--- config.mk ---
export PLATFORM = sky130hd
export DESIGN_NAME = adc_init_seq
export DESIGN_NICKNAME = d
export VERILOG_FILES = /design/src/rtl/adc_init_pkg.sv /design/src/rtl/wait_timer.sv /design/src/rtl/spi_mode1_tx.sv /design/src/rtl/adc_init_seq.sv
export SDC_FILE = /design/constraint.sdc
export NUM_CORES = 1
export LEC_CHECK = 0
export CAP_MARGIN = 20
export CORE_ASPECT_RATIO = 0.7
export CORE_UTILIZATION = 36
export DETAILED_ROUTE_END_ITERATION = 6
export GPL_ROUTABILITY_DRIVEN = 0
export GPL_TIMING_DRIVEN = 0
export PLACE_DENSITY = 0.77
export SETUP_SLACK_MARGIN = 0.02
export SLEW_MARGIN = 5
export SYNTH_ARGS = -nofsm -noshare
export SYNTH_HDL_FRONTEND = slang
export SYNTH_SLANG_ARGS = --single-unit
--- constraint.sdc ---
create_clock -name clk -period 4.9 [get_ports clk]
set_input_delay 0.735 -clock clk [delete_from_list [all_inputs] [get_ports clk]]
set_output_delay 0.735 -clock clk [all_outputs]
set_load 0.01 [all_outputs]
--- src/rtl/adc_init_pkg.sv ---
package adc_init_pkg;

  typedef enum logic [2:0] {
    S_IDLE,
    S_POR,
    S_SETUP,
    S_SHIFT,
    S_HOLD,
    S_GAP
  } seq_state_t;

  localparam int unsigned NUM_STEPS  = 6;
  localparam int unsigned BURST_STEP = 3;

  localparam logic [7:0] OP_RESET  = 8'h06;
  localparam logic [7:0] OP_SDATAC = 8'h11;
  localparam logic [7:0] OP_HALT   = 8'h0A;
  localparam logic [7:0] OP_START  = 8'h08;
  localparam logic [7:0] OP_RDATAC = 8'h10;
  localparam logic [7:0] OP_WRBASE = 8'h40;

  // opcode for a single-byte script step
  function automatic logic [7:0] step_opcode(input logic [2:0] step);
    case (step)
      3'd0:    return OP_RESET;
      3'd1:    return OP_SDATAC;
      3'd2:    return OP_HALT;
      3'd4:    return OP_START;
      3'd5:    return OP_RDATAC;
      default: return OP_WRBASE;
    endcase
  endfunction

  // number of bytes in the frame of a step
  function automatic int unsigned frame_bytes(input logic [2:0] step, input int unsigned nreg);
    return (step == 3'(BURST_STEP)) ? nreg + 2 : 1;
  endfunction

  function automatic int unsigned max3(input int unsigned a, input int unsigned b,
                                       input int unsigned c);
    int unsigned m;
    m = (a > b) ? a : b;
    return (m > c) ? m : c;
  endfunction

endpackage

--- src/rtl/wait_timer.sv ---
module wait_timer #(
  parameter int unsigned W = 8
) (
  input  logic         clk,
  input  logic         rst_n,
  input  logic         load,
  input  logic [W-1:0] load_val,
  output logic         expired
);
  logic [W-1:0] cnt_q;

  always_ff @(posedge clk or negedge rst_n) begin
    if (!rst_n)              cnt_q <= '0;
    else if (load)           cnt_q <= load_val;
    else if (cnt_q != '0)    cnt_q <= cnt_q - 1'b1;
  end

  assign expired = (cnt_q == '0);
endmodule

--- src/rtl/spi_mode1_tx.sv ---
module spi_mode1_tx #(
  parameter int unsigned HALF = 2
) (
  input  logic       clk,
  input  logic       rst_n,
  input  logic       start,
  input  logic [7:0] din,
  output logic       sclk,
  output logic       mosi,
  output logic       busy,
  output logic       done
);
  localparam int unsigned HW = (HALF > 1) ? $clog2(HALF) : 1;

  logic [HW-1:0] half_q;
  logic [3:0]    edge_q;   // even: high phase, odd: low phase
  logic [7:0]    sh_q;
  wire           phase_end = (half_q == HW'(HALF - 1));

  always_ff @(posedge clk or negedge rst_n) begin
    if (!rst_n) begin
      half_q <= '0; edge_q <= '0; sh_q <= '0;
      sclk <= 1'b0; mosi <= 1'b0; busy <= 1'b0; done <= 1'b0;
    end else begin
      done <= 1'b0;
      if (!busy) begin
        if (start) begin
          busy   <= 1'b1;
          sh_q   <= din;
          mosi   <= din[7];
          sclk   <= 1'b1;
          half_q <= '0;
          edge_q <= '0;
        end
      end else if (!phase_end) begin
        half_q <= half_q + 1'b1;
      end else begin
        half_q <= '0;
        if (!edge_q[0]) begin
          sclk   <= 1'b0;
          edge_q <= edge_q + 1'b1;
        end else if (edge_q == 4'd15) begin
          busy <= 1'b0;
          done <= 1'b1;
        end else begin
          sclk   <= 1'b1;
          mosi   <= sh_q[6];
          sh_q   <= {sh_q[6:0], 1'b0};
          edge_q <= edge_q + 1'b1;
        end
      end
    end
  end
endmodule

--- src/rtl/adc_init_seq.sv ---
module adc_init_seq #(
  parameter int unsigned NREG         = 25,
  parameter int unsigned START_ADDR   = 1,
  parameter int unsigned HALF_SCLK    = 2,
  parameter int unsigned POR_CYCLES   = 1000,
  parameter int unsigned RESET_WAIT   = 200,
  parameter int unsigned GUARD_CYCLES = 50
) (
  input  logic              clk,
  input  logic              rst_n,
  input  logic              go,
  input  logic [8*NREG-1:0] reg_image,
  output logic              sclk,
  output logic              mosi,
  output logic              cs_n,
  output logic              busy,
  output logic              done
);
  import adc_init_pkg::*;

  localparam int unsigned IMG_W    = 8 * NREG;
  localparam int unsigned MAX_WAIT = max3(POR_CYCLES, RESET_WAIT, max3(GUARD_CYCLES, HALF_SCLK, 1));
  localparam int unsigned TW       = $clog2(MAX_WAIT + 1) + 1;
  localparam int unsigned BW       = $clog2(NREG + 3);

  seq_state_t    st_q;
  logic [2:0]    step_q;
  logic [BW-1:0] byte_q;     // index of the next byte to send
  logic          tmr_load, tmr_expired;
  logic [TW-1:0] tmr_val;
  logic          tx_start, tx_done, tx_busy;
  logic [7:0]    tx_byte;

  function automatic logic [7:0] script_byte(input logic [2:0] step, input logic [BW-1:0] idx,
                                             input logic [IMG_W-1:0] img);
    int unsigned k;
    if (step != 3'(BURST_STEP)) return step_opcode(step);
    if (idx == BW'(0)) return OP_WRBASE | 8'(START_ADDR);
    if (idx == BW'(1)) return 8'(NREG - 1);
    k = int'(idx) - 2;
    if (k >= NREG) return 8'h00;
    return img[k*8 +: 8];
  endfunction

  // named internal events, used by the bound checker
  wire frame_open = !cs_n;
  wire all_sent   = (byte_q == BW'(frame_bytes(step_q, NREG)));
  wire last_step  = (step_q == 3'(NUM_STEPS - 1));

  assign tx_byte = script_byte(step_q, byte_q, reg_image);

  always_comb begin
    tmr_load = 1'b0;
    tmr_val  = '0;
    tx_start = 1'b0;
    case (st_q)
      S_IDLE:  if (go) begin tmr_load = 1'b1; tmr_val = TW'(POR_CYCLES); end
      S_POR:   if (tmr_expired) begin tmr_load = 1'b1; tmr_val = TW'(HALF_SCLK); end
      S_SETUP: if (tmr_expired) tx_start = 1'b1;
      S_SHIFT: if (tx_done) begin
                 if (all_sent) begin tmr_load = 1'b1; tmr_val = TW'(HALF_SCLK); end
                 else tx_start = 1'b1;
               end
      S_HOLD:  if (tmr_expired && !last_step) begin
                 tmr_load = 1'b1;
                 tmr_val  = (step_q == 3'd0) ? TW'(RESET_WAIT) : TW'(GUARD_CYCLES);
               end
      S_GAP:   if (tmr_expired) begin tmr_load = 1'b1; tmr_val = TW'(HALF_SCLK); end
      default: ;
    endcase
  end

  always_ff @(posedge clk or negedge rst_n) begin
    if (!rst_n) begin
      st_q <= S_IDLE; step_q <= '0; byte_q <= '0;
      cs_n <= 1'b1; busy <= 1'b0; done <= 1'b0;
    end else begin
      done <= 1'b0;
      case (st_q)
        S_IDLE:  if (go) begin busy <= 1'b1; step_q <= '0; st_q <= S_POR; end
        S_POR:   if (tmr_expired) begin cs_n <= 1'b0; byte_q <= '0; st_q <= S_SETUP; end
        S_SETUP: if (tmr_expired) begin byte_q <= byte_q + 1'b1; st_q <= S_SHIFT; end
        S_SHIFT: if (tx_done) begin
                   if (all_sent) st_q <= S_HOLD;
                   else byte_q <= byte_q + 1'b1;
                 end
        S_HOLD:  if (tmr_expired) begin
                   cs_n <= 1'b1;
                   if (last_step) begin busy <= 1'b0; done <= 1'b1; st_q <= S_IDLE; end
                   else st_q <= S_GAP;
                 end
        S_GAP:   if (tmr_expired) begin
                   step_q <= step_q + 1'b1; byte_q <= '0; cs_n <= 1'b0; st_q <= S_SETUP;
                 end
        default: st_q <= S_IDLE;
      endcase
    end
  end

  wait_timer #(.W(TW)) u_timer (
    .clk(clk), .rst_n(rst_n), .load(tmr_load), .load_val(tmr_val), .expired(tmr_expired)
  );

  spi_mode1_tx #(.HALF(HALF_SCLK)) u_tx (
    .clk(clk), .rst_n(rst_n), .start(tx_start), .din(tx_byte),
    .sclk(sclk), .mosi(mosi), .busy(tx_busy), .done(tx_done)
  );
endmodule

==> flow_metrics.env <==
export IMPL_min_path_type="primary input to async pin"
export IMPL_post_dp_cell_area_mm2=0.006575
export IMPL_power_mw=1.325
export IMPL_grt_pass1_vias=4443
export IMPL_cpLargestDelayFamily="buffers and inverters"
export IMPL_fmax_mhz=273.5
export IMPL_drc=0
export IMPL_cap_violations=0
export IMPL_syn_inst=448
export IMPL_cp_slowest_cell="dfrtp_1"
export IMPL_path_depth=13
export IMPL_synth_edf_count=0
export IMPL_relSlewSlack=0.4299
export IMPL_cts_buffers=5
export IMPL_layout_commonest_cell="clkdlybuf4s50_1"
export IMPL_drtPass1Iterations=5
export IMPL_path_clk_slew_ns=0.06
export IMPL_yosys_area_top_type="dfrtp_1"
export IMPL_grt_max_degree=22
export IMPL_critPathMaxStageDelay_ns=0.41
export IMPL_critPathLaunchType="register"
export IMPL_start_util=0.3799
export IMPL_drt_total_wl_um=15930
export IMPL_synth_top_area_share=0.2334
export IMPL_powerDensity_mw_per_mm2=197.3
export IMPL_overflow=0
export IMPL_cp_cell_sequence="buf_2, buf_4, buf_6, buf_4, inv_1, ha_1, xnor2_1, buf_2, o21ai_0, a211oi_1, a2111oi_0, o31ai_1, a22o_1"
export IMPL_htree_levels=2
export IMPL_synth_main_ff_cell="dfrtp_1"
export IMPL_final_hold_viol_count=0
export IMPL_yosys_cell_types_count=64
export IMPL_power_share_combinational=0.402
export IMPL_antenna_found_initial=0
export IMPL_ant_nets=0
export IMPL_path_buf_inv=6
export IMPL_mostFrequentLayoutCells="clkdlybuf4s50_1, dfrtp_1, nor2_1"
export IMPL_clockBufferDepth=2
export IMPL_irDropWorstVdd_mv=0.1978
export IMPL_syn_num_nets=666
export IMPL_routedWlPerCell_um=19.50
export IMPL_rsz0062_at_grt="false"
export IMPL_vias=4732
export IMPL_syn_area_mm2=0.004289
export IMPL_crit_fanout=10
export IMPL_fin_nets=881
export IMPL_synthTopCellsByArea="dfrtp_1, mux4_2, mux2_2"
export IMPL_period_needed_ns=3.656
export IMPL_dpl_hpwl_um=13080
export IMPL_period_share=0.7461
export IMPL_cts_sinks=41
export IMPL_slew_viol_final=0
export IMPL_synth_seq_cells=41
export IMPL_port_buffers=207
export IMPL_p_sw_frac=0.3214
export IMPL_pwr_share_clk=0.242
export IMPL_post_cts_resized=0
export IMPL_synth_seq_area_share=0.2395
export IMPL_grt_pass1_wl_um=23700
export IMPL_setup_viol=0
export IMPL_p_int_mw=0.8991
export IMPL_drive_above_1_share=0.1491
export IMPL_antennaDiodeCount=0
export IMPL_dr_first_iter_drc_count=374
export IMPL_crit_arrival_ns=3.88
export IMPL_critPathKind="register to register"
export IMPL_insertion_delay_ns=0.29
export IMPL_reg2reg_depth=13
export IMPL_coreArea_mm2=0.01129
export IMPL_vias_per_cell=5.792
export IMPL_postCtsHoldBufs=0
export IMPL_cts_tree="yes"
export IMPL_tightest_slew_ns=0.8522
export IMPL_tns_ns=0
export IMPL_end_kind="register"
export IMPL_fin_ws_ns=1.244
export IMPL_async_reset_ff_frac=1.000
export IMPL_dieArea_mm2=0.01236
export IMPL_pin_count=208
export IMPL_area_delta_synth_final_pct=56.53
export IMPL_die_y_um=93.33
export IMPL_track_usage=0.2479
export IMPL_postCtsSetupBuffers=0
export IMPL_required_ns=5.13
export IMPL_status="finished, final reports clean"
export IMPL_power_switching_mw=0.4259
export IMPL_stdcell_area_mm2=0.006714
export IMPL_finClkSkew_ns=0.009743
export IMPL_p_leak_nw=2.477
export IMPL_yosys_warnings=0
export IMPL_cts_root_buf="clkbuf_16"
export IMPL_dp_slack_ns=1.348
export IMPL_die_x_um=132.5
export IMPL_row_count=32
export IMPL_avgSynthCellArea_um2=9.574
export IMPL_p_seq_frac=0.355
-- logic make-up (layout without fill, tap and decap cells) --
family                   count (synthesis)  count (layout)  share of synthesized area
multiplexers                            63              63                     0.2401
flip-flops                              41              41                     0.2395
buffers and inverters                   44             260                    0.05455
AO/OA/AOI/OAI                          125             125                     0.2095
XOR/XNOR                                13              13                    0.02655
adder cells (fa/ha/maj)                 15              15                    0.04376
AND/OR/NAND/NOR                        147             147                     0.1861
-- registers in the layout, indices dropped and copies added, names as in the netlist, 3 cells and up --
name and cells:
st_q 3, u_tx.edge_q 4, step_q 3, u_tx.sh_q 7, u_timer.cnt_q 11, byte_q 5
-- cells in the mapped netlist (all sizes together) (2+ instances only) --
library cell	number
or4b	2
o22a	3
o22ai	11
nor2	37
a31oi	5
a221oi	12
or4	3
a221o	2
a211oi	9
dfrtp	40
a22o	5
or3	2
mux4	30
a21oi	30
nor4b	3
o21ai	24
nor4	3
a21o	5
mux2	19
a211o	2
and2	6
and3	2
o21a	4
inv	15
nand2b	5
o211ai	2
nand3	20
xor2	5
and4	2
a311oi	2
ha	15
mux2i	14
nand3b	3
a2111oi	5
o31ai	2
nor3	8
xnor2	8
clkbuf	8
or2	4
buf	21
nor2b	8
nand4	8
nand2	29
-- per-stage QoR --
stage,utilization,std cells,hold slack (ns)
after global routing,0.5946,817,0.4577
after floorplan,-,448,0.4394
final,0.5946,817,0.4161
after CTS,0.5946,817,0.4321
after detailed placement,0.5823,809,0.4772
after global placement,0.5803,808,0.4617
-- final cells by class --
type                            count  area, µm²
Multi-Input combinational cell    363       3028
Timing Repair Buffer              208       2095
Sequential cell                    41       1027
Clock buffer                        6      128.9
Tap cell                          153      191.4
Buffer                             29      177.7
Fill cell                         952       4577
Inverter                           15      56.30
Clock inverter                      2      10.01
-- metal layers --
metal | vias up | routed length (µm) | track usage | part of all wire
met5 | - | 0 | 0 | 0
met4 | 0 | 192 | 0.04789 | 0.012
met3 | 17 | 1401 | 0.05420 | 0.088
met2 | 241 | 7297 | 0.3974 | 0.46
met1 | 2304 | 7039 | 0.3446 | 0.44
li1 | 2170 | - | - | -
-- worst reg2reg max path: cells and delay by family, from the launching register on --
kind,cells,cell delay (ns)
DFF,1,0.41
buffers and inverters,6,1.34
adders and majority gates,1,0.29
xor gates and xnor gates,1,0.38
AOI/OAI and AO/OA,5,1.16
-- final timing paths --
kind,from,slack (ns),to
max in group asynchronous,rst_n,3.92,cs_n
hold reg to reg,u_tx.sclk,0.49,u_tx.sclk
setup reg to reg,byte_q[1],1.24,u_tx.sh_q[3]
setup / recovery,byte_q[1],1.24,u_tx.sh_q[3]
hold / removal,rst_n,0.42,u_timer.cnt_q[10]
min in group clk,u_tx.sclk,0.49,u_tx.sclk
-- power by group through the flow --
stage	combinational, mW	sequential, mW	clock, mW
2_1_floorplan	0.294	0.456	0
3_3_place_gp	0.511	0.469	0
3_5_place_dp	0.528	0.472	0
4_1_cts	0.532	0.468	0.324
5_1_grt	0.595	0.478	0.334
6_report	0.533	0.471	0.321
Power figures use the tool's default switching activity.
